===== config.mk =====
export PLATFORM = sky130hd
export DESIGN_NAME = sbclk_gen
export DESIGN_NICKNAME = d
export VERILOG_FILES = /design/src/rtl/sbclk_gen.sv
export SDC_FILE = /design/constraint.sdc
export NUM_CORES = 1
export LEC_CHECK = 0
export ABC_AREA = 0
export BUFFER_PORTS_ARGS = -buffer_cell sky130_fd_sc_hd__clkbuf_2
export CORE_MARGIN = 1.5
export CORE_UTILIZATION = 45
export CTS_CLUSTER_DIAMETER = 30
export DETAILED_ROUTE_END_ITERATION = 6
export PLACE_DENSITY = 0.67
export SETUP_SLACK_MARGIN = 0.5
export SYNTH_ARGS = -nofsm -noshare
export SYNTH_HDL_FRONTEND = slang
export SYNTH_SLANG_ARGS = --single-unit
export TNS_END_PERCENT = 30

===== constraint.sdc =====
create_clock -name clk -period 1.54 [get_ports clk]
set_input_delay 0.077 -clock clk [delete_from_list [all_inputs] [get_ports clk]]
set_output_delay 0.077 -clock clk [all_outputs]
set_load 0.02 [all_outputs]

===== src/rtl/sbclk_gen.sv =====
module sbclk_gen #(
  parameter int MOD_W = 8,
  parameter int PRE_W = 3
) (
  input  logic             clk,
  input  logic             rst_n,
  input  logic             pin_is_output,
  input  logic             pre_x8,
  input  logic [MOD_W-1:0] modulus,
  input  logic             ext_bclk,
  output logic             bclk_out,
  output logic             bclk_oe,
  output logic             rise_en,
  output logic             fall_en
);

  logic             half;
  logic [PRE_W-1:0] pre_cnt;
  logic [MOD_W-1:0] mod_cnt;
  logic [MOD_W-1:0] act_mod;
  logic             act_x8;
  logic             gen, gen_rise, gen_fall;
  logic [2:0]       sync;

  wire pre_tc = act_x8 ? (pre_cnt == {PRE_W{1'b1}}) : 1'b1;
  wire mod_tc = (mod_cnt == act_mod);
  wire term   = half & pre_tc & mod_tc;

  always_ff @(posedge clk) begin
    if (!rst_n) begin
      half     <= 1'b0;
      pre_cnt  <= '0;
      mod_cnt  <= '0;
      act_mod  <= '0;
      act_x8   <= 1'b0;
      gen      <= 1'b0;
      gen_rise <= 1'b0;
      gen_fall <= 1'b0;
      sync     <= '0;
    end else begin
      half     <= ~half;
      gen_rise <= term & ~gen;
      gen_fall <= term & gen;
      sync     <= {sync[1:0], ext_bclk};
      if (term) begin
        gen     <= ~gen;
        pre_cnt <= '0;
        mod_cnt <= '0;
        act_x8  <= pre_x8;
        act_mod <= modulus;
      end else if (half) begin
        if (pre_tc) begin
          pre_cnt <= '0;
          mod_cnt <= mod_cnt + 1'b1;
        end else begin
          pre_cnt <= pre_cnt + 1'b1;
        end
      end
    end
  end

  assign bclk_oe  = pin_is_output;
  assign bclk_out = pin_is_output ? gen      : sync[1];
  assign rise_en  = pin_is_output ? gen_rise : (sync[1] & ~sync[2]);
  assign fall_en  = pin_is_output ? gen_fall : (~sync[1] & sync[2]);

endmodule


==> impl_results.md <==
* Status: finished, violations left
* Failing checks: negative setup slack
* Final cell count without fillers at 202
* IO Pins at 17
* Critical Path Source Type: flip-flop
* Antenna diodes at 0
* Synth warnings at 0
* Layout cells sized above 1 at 34.88%
* Placed cell count at 185
* RD Place Congestion at 0.7135
* Final nets at 189
* DRC viols at 0
* Post-Syn Area at 1244 um2
* Largest net degree at the start of global routing at 16
* Met1 wire length at 1061 um
* Setup Skew at 0.01059 ns
* Routed via count at 1012
* Slew HR at 82.14%
* DIE HEIGHT at 55.57 um
* Crit end category: flip-flop
* Tot Pwr at 1.684 mW
* Worst min path class: in2reg
* Power per cell area at 1021 nW/um2
* Int Pwr at 1.152 mW
* Setup violators final at 1
* Max Clk Rate at 647.9 MHz
* Area occupied by multi-input gates at 742.0 um2
* Uppermost layer routed: met4
* Crit path time final at 1.543 ns
* Synth Register Bits at 27
* Syn nets at 155
* WP data arrival at 1.80 ns
* Seq/Total Area, Yosys at 43.46%
* CTS sink count at 27
* Reg clk slew, reported paths at 0.14 ns
* Post-synthesis cell count at 139
* Primary FF master, synth: dfxtp_1
* Worst Path Required at 1.80 ns
* Row count at 18
* EDFF count, synth at 0
* Antenna-violating nets left at 0
* Vias per cell at 5.010
* Max_cap viols at 0
* Final Hold Violating Endpoints at 0
* Post-placement setup slack at 0.009863 ns
* P_sw at 0.5324 mW
* Overflow after GRT at 0
* Critical path cell sequence: ha_4 > ha_4 > nand2b_4 > nand2_4 > or4_4 > nor3b_2
* Final Cycle Share at 100.2%
* Maximum root-to-sink buffer count at 2
* Skew-Pair Late Insertion Delay at 0.33 ns
* DRT Pass-1 Iters at 4
* Layout fillers at 209
* Hold slack at 0.1527 ns
* Post-Route WL at 2430 um
* Global-route wire length before repair at 4119 um
* IO buf count at 16
* Vias in the first global route at 1014
* Worst path max stage delay at 0.43 ns
* Crit Path Category: reg2reg
* Setup ws final at -0.003350 ns
* Clock power share at 17.9%
* Mean Syn Cell Area at 8.947 um2
* DIE AREA at 3088 um2
* Worst-path fanout max at 6
* DR WL met3 at 77 um
* Max-slew violations at 0
* Peak supply drop at 932.2 uV
* Sequential Area at 555.5 um2
* Async S/R FF share, synth at 0%
* Slowest stage cell on the critical path: or4_4
* Initial antenna violation count at 0
* Comb power frac at 31.6%
* Iter 0 DRT Violations at 20
* Root buffer cell: clkbuf_4
* Die X-Extent at 55.57 um
* Unrepaired setup endpoints after global routing: true
* Avg WL per Cell at 12.03 um
* Most Frequent Cell on Critical Path: ha_4
* Core Region at 2545 um2
* Met2 WL at 1272 um
* Initial Util at 48.87%
* Leakage at 0.6505 nW
* Half-perimeter wire length after placement at 1687 um
* CTS tree: done
* Net Sw Frac at 31.60%
* Num CTS Buffers at 3
* Max H-tree Level at 1
* Sequential power share at 50.5%
* Least-Margin Pin Slew at 0.2675 ns
* All-Layer GR Usage at 16.71%
* Layout area overhead at 32.70%
* Synth unique cells at 31
## registers in the layout, indices dropped and copies added, names as in the netlist
signal,flops
mod_cnt,8
gen_fall,1
act_x8,1
act_mod,8
gen,1
gen_rise,1
half,1
sync,3
pre_cnt,3
## critical path, delay by kind of cell (launching register included)
kind / cells / cell delay, ns
DFF: 1 / 0.38
adders and majority gates: 2 / 0.26
and+or+nand+nor: 4 / 0.84
## repair_timing
| item | CTS | global route |
|---|---|---|
| setup buffers | 2 | 1 |
| hold endpoints to repair | 10 | 0 |
| setup endpoints to repair | 26 | 26 |
| hold buffers | 10 | 0 |
| pin swaps | 8 | 7 |
| resized for setup | 13 | 12 |
## synthesized netlist by cell type (2+ instances only)
| cell | number | area share [%] |
|---|---|---|
| a21oi_1 | 6 | 2.4 |
| and2_1 | 3 | 1.5 |
| buf_2 | 2 | 0.80 |
| buf_4 | 2 | 1.2 |
| clkbuf_1 | 3 | 0.91 |
| dfxtp_1 | 27 | 43 |
| ha_1 | 3 | 3.0 |
| mux2i_1 | 10 | 8.0 |
| nand2_1 | 28 | 8.5 |
| nand2b_1 | 3 | 1.5 |
| nand3_1 | 6 | 2.4 |
| nand4_1 | 6 | 3.0 |
| nor2_1 | 7 | 2.1 |
| nor2b_1 | 2 | 1.0 |
| nor3_1 | 2 | 0.80 |
| o21ai_0 | 3 | 1.2 |
| or3_1 | 2 | 1.0 |
| xnor2_1 | 7 | 4.9 |
| xor2_1 | 5 | 3.5 |
## placed cells by master (no fill, tap or decap), drive strengths merged, types with 2 or more instances in the layout
| cell type | instances |
|---|---|
| nand2 | 29 |
| nor2b | 2 |
| mux2i | 10 |
| nor2 | 7 |
| clkbuf | 19 |
| buf | 12 |
| nand3 | 6 |
| a21oi | 6 |
| and2 | 4 |
| nand4 | 6 |
| nand2b | 3 |
| dlygate4sd3 | 10 |
| xor2 | 5 |
| dfxtp | 27 |
| o21ai | 3 |
| or3 | 2 |
| xnor2 | 8 |
| nor3 | 2 |
| ha | 3 |
| and3 | 2 |
## through the flow
stage | area, um2 | utilization, % | TNS (ns)
floorplan | 1306 | - | 0
global placement | 1424 | 55.95 | 0
detailed placement | 1424 | 55.95 | 0
CTS | 1610 | 63.27 | -0.002106
global route | 1650 | 64.85 | -0.6125
finish | 1650 | 64.85 | -0.003350
## power groups by stage
stage	clock (mW)	combinational (mW)	sequential [mW]
2_1_floorplan	0	0.375	0.837
3_3_place_gp	0	0.430	0.857
3_5_place_dp	0	0.442	0.857
4_1_cts	0.316	0.518	0.844
5_1_grt	0.344	0.585	0.861
6_report	0.301	0.533	0.851
## cells by family after synthesis
kind of cell    Yosys count  share of synthesized area (%)
fa+ha+maj                 3                          3.018
mux                      10                          8.049
buf+inv                   9                          4.124
compound gates           11                          4.930
flops                    27                          43.46
xor+xnor                 13                          9.759
simple gates             66                          26.66
## path summary, 6_finish.rpt
kind	start	endpoint	cells past startpoint	slack [ns]
max reg2reg	pre_cnt[1]$_SDFFE_PP0P_	gen_rise$_SDFF_PN0_	6	-0.003
min reg2reg	sync[0]$_SDFF_PN0_	sync[1]$_SDFF_PN0_	1	0.45
max	pre_cnt[1]$_SDFFE_PP0P_	gen_rise$_SDFF_PN0_	6	-0.003
min	rst_n	gen$_SDFFE_PN0P_	3	0.15
## metal layers
metal	up-vias	GRT usage, %
met5	-	0
met4	0	5.226
met3	2	4.186
met2	18	30.61
met1	460	18.80
li1	532	-
## final cells by class
type / instances / share of cell area [%]
Clock buffer: 4 / 1.592
Inverter: 1 / 0.2274
Multi-Input combinational cell: 103 / 44.96
Sequential cell: 27 / 33.66
Tap cell: 30 / 2.274
Timing Repair Buffer: 37 / 17.29
Power figures use the tool's default switching activity.
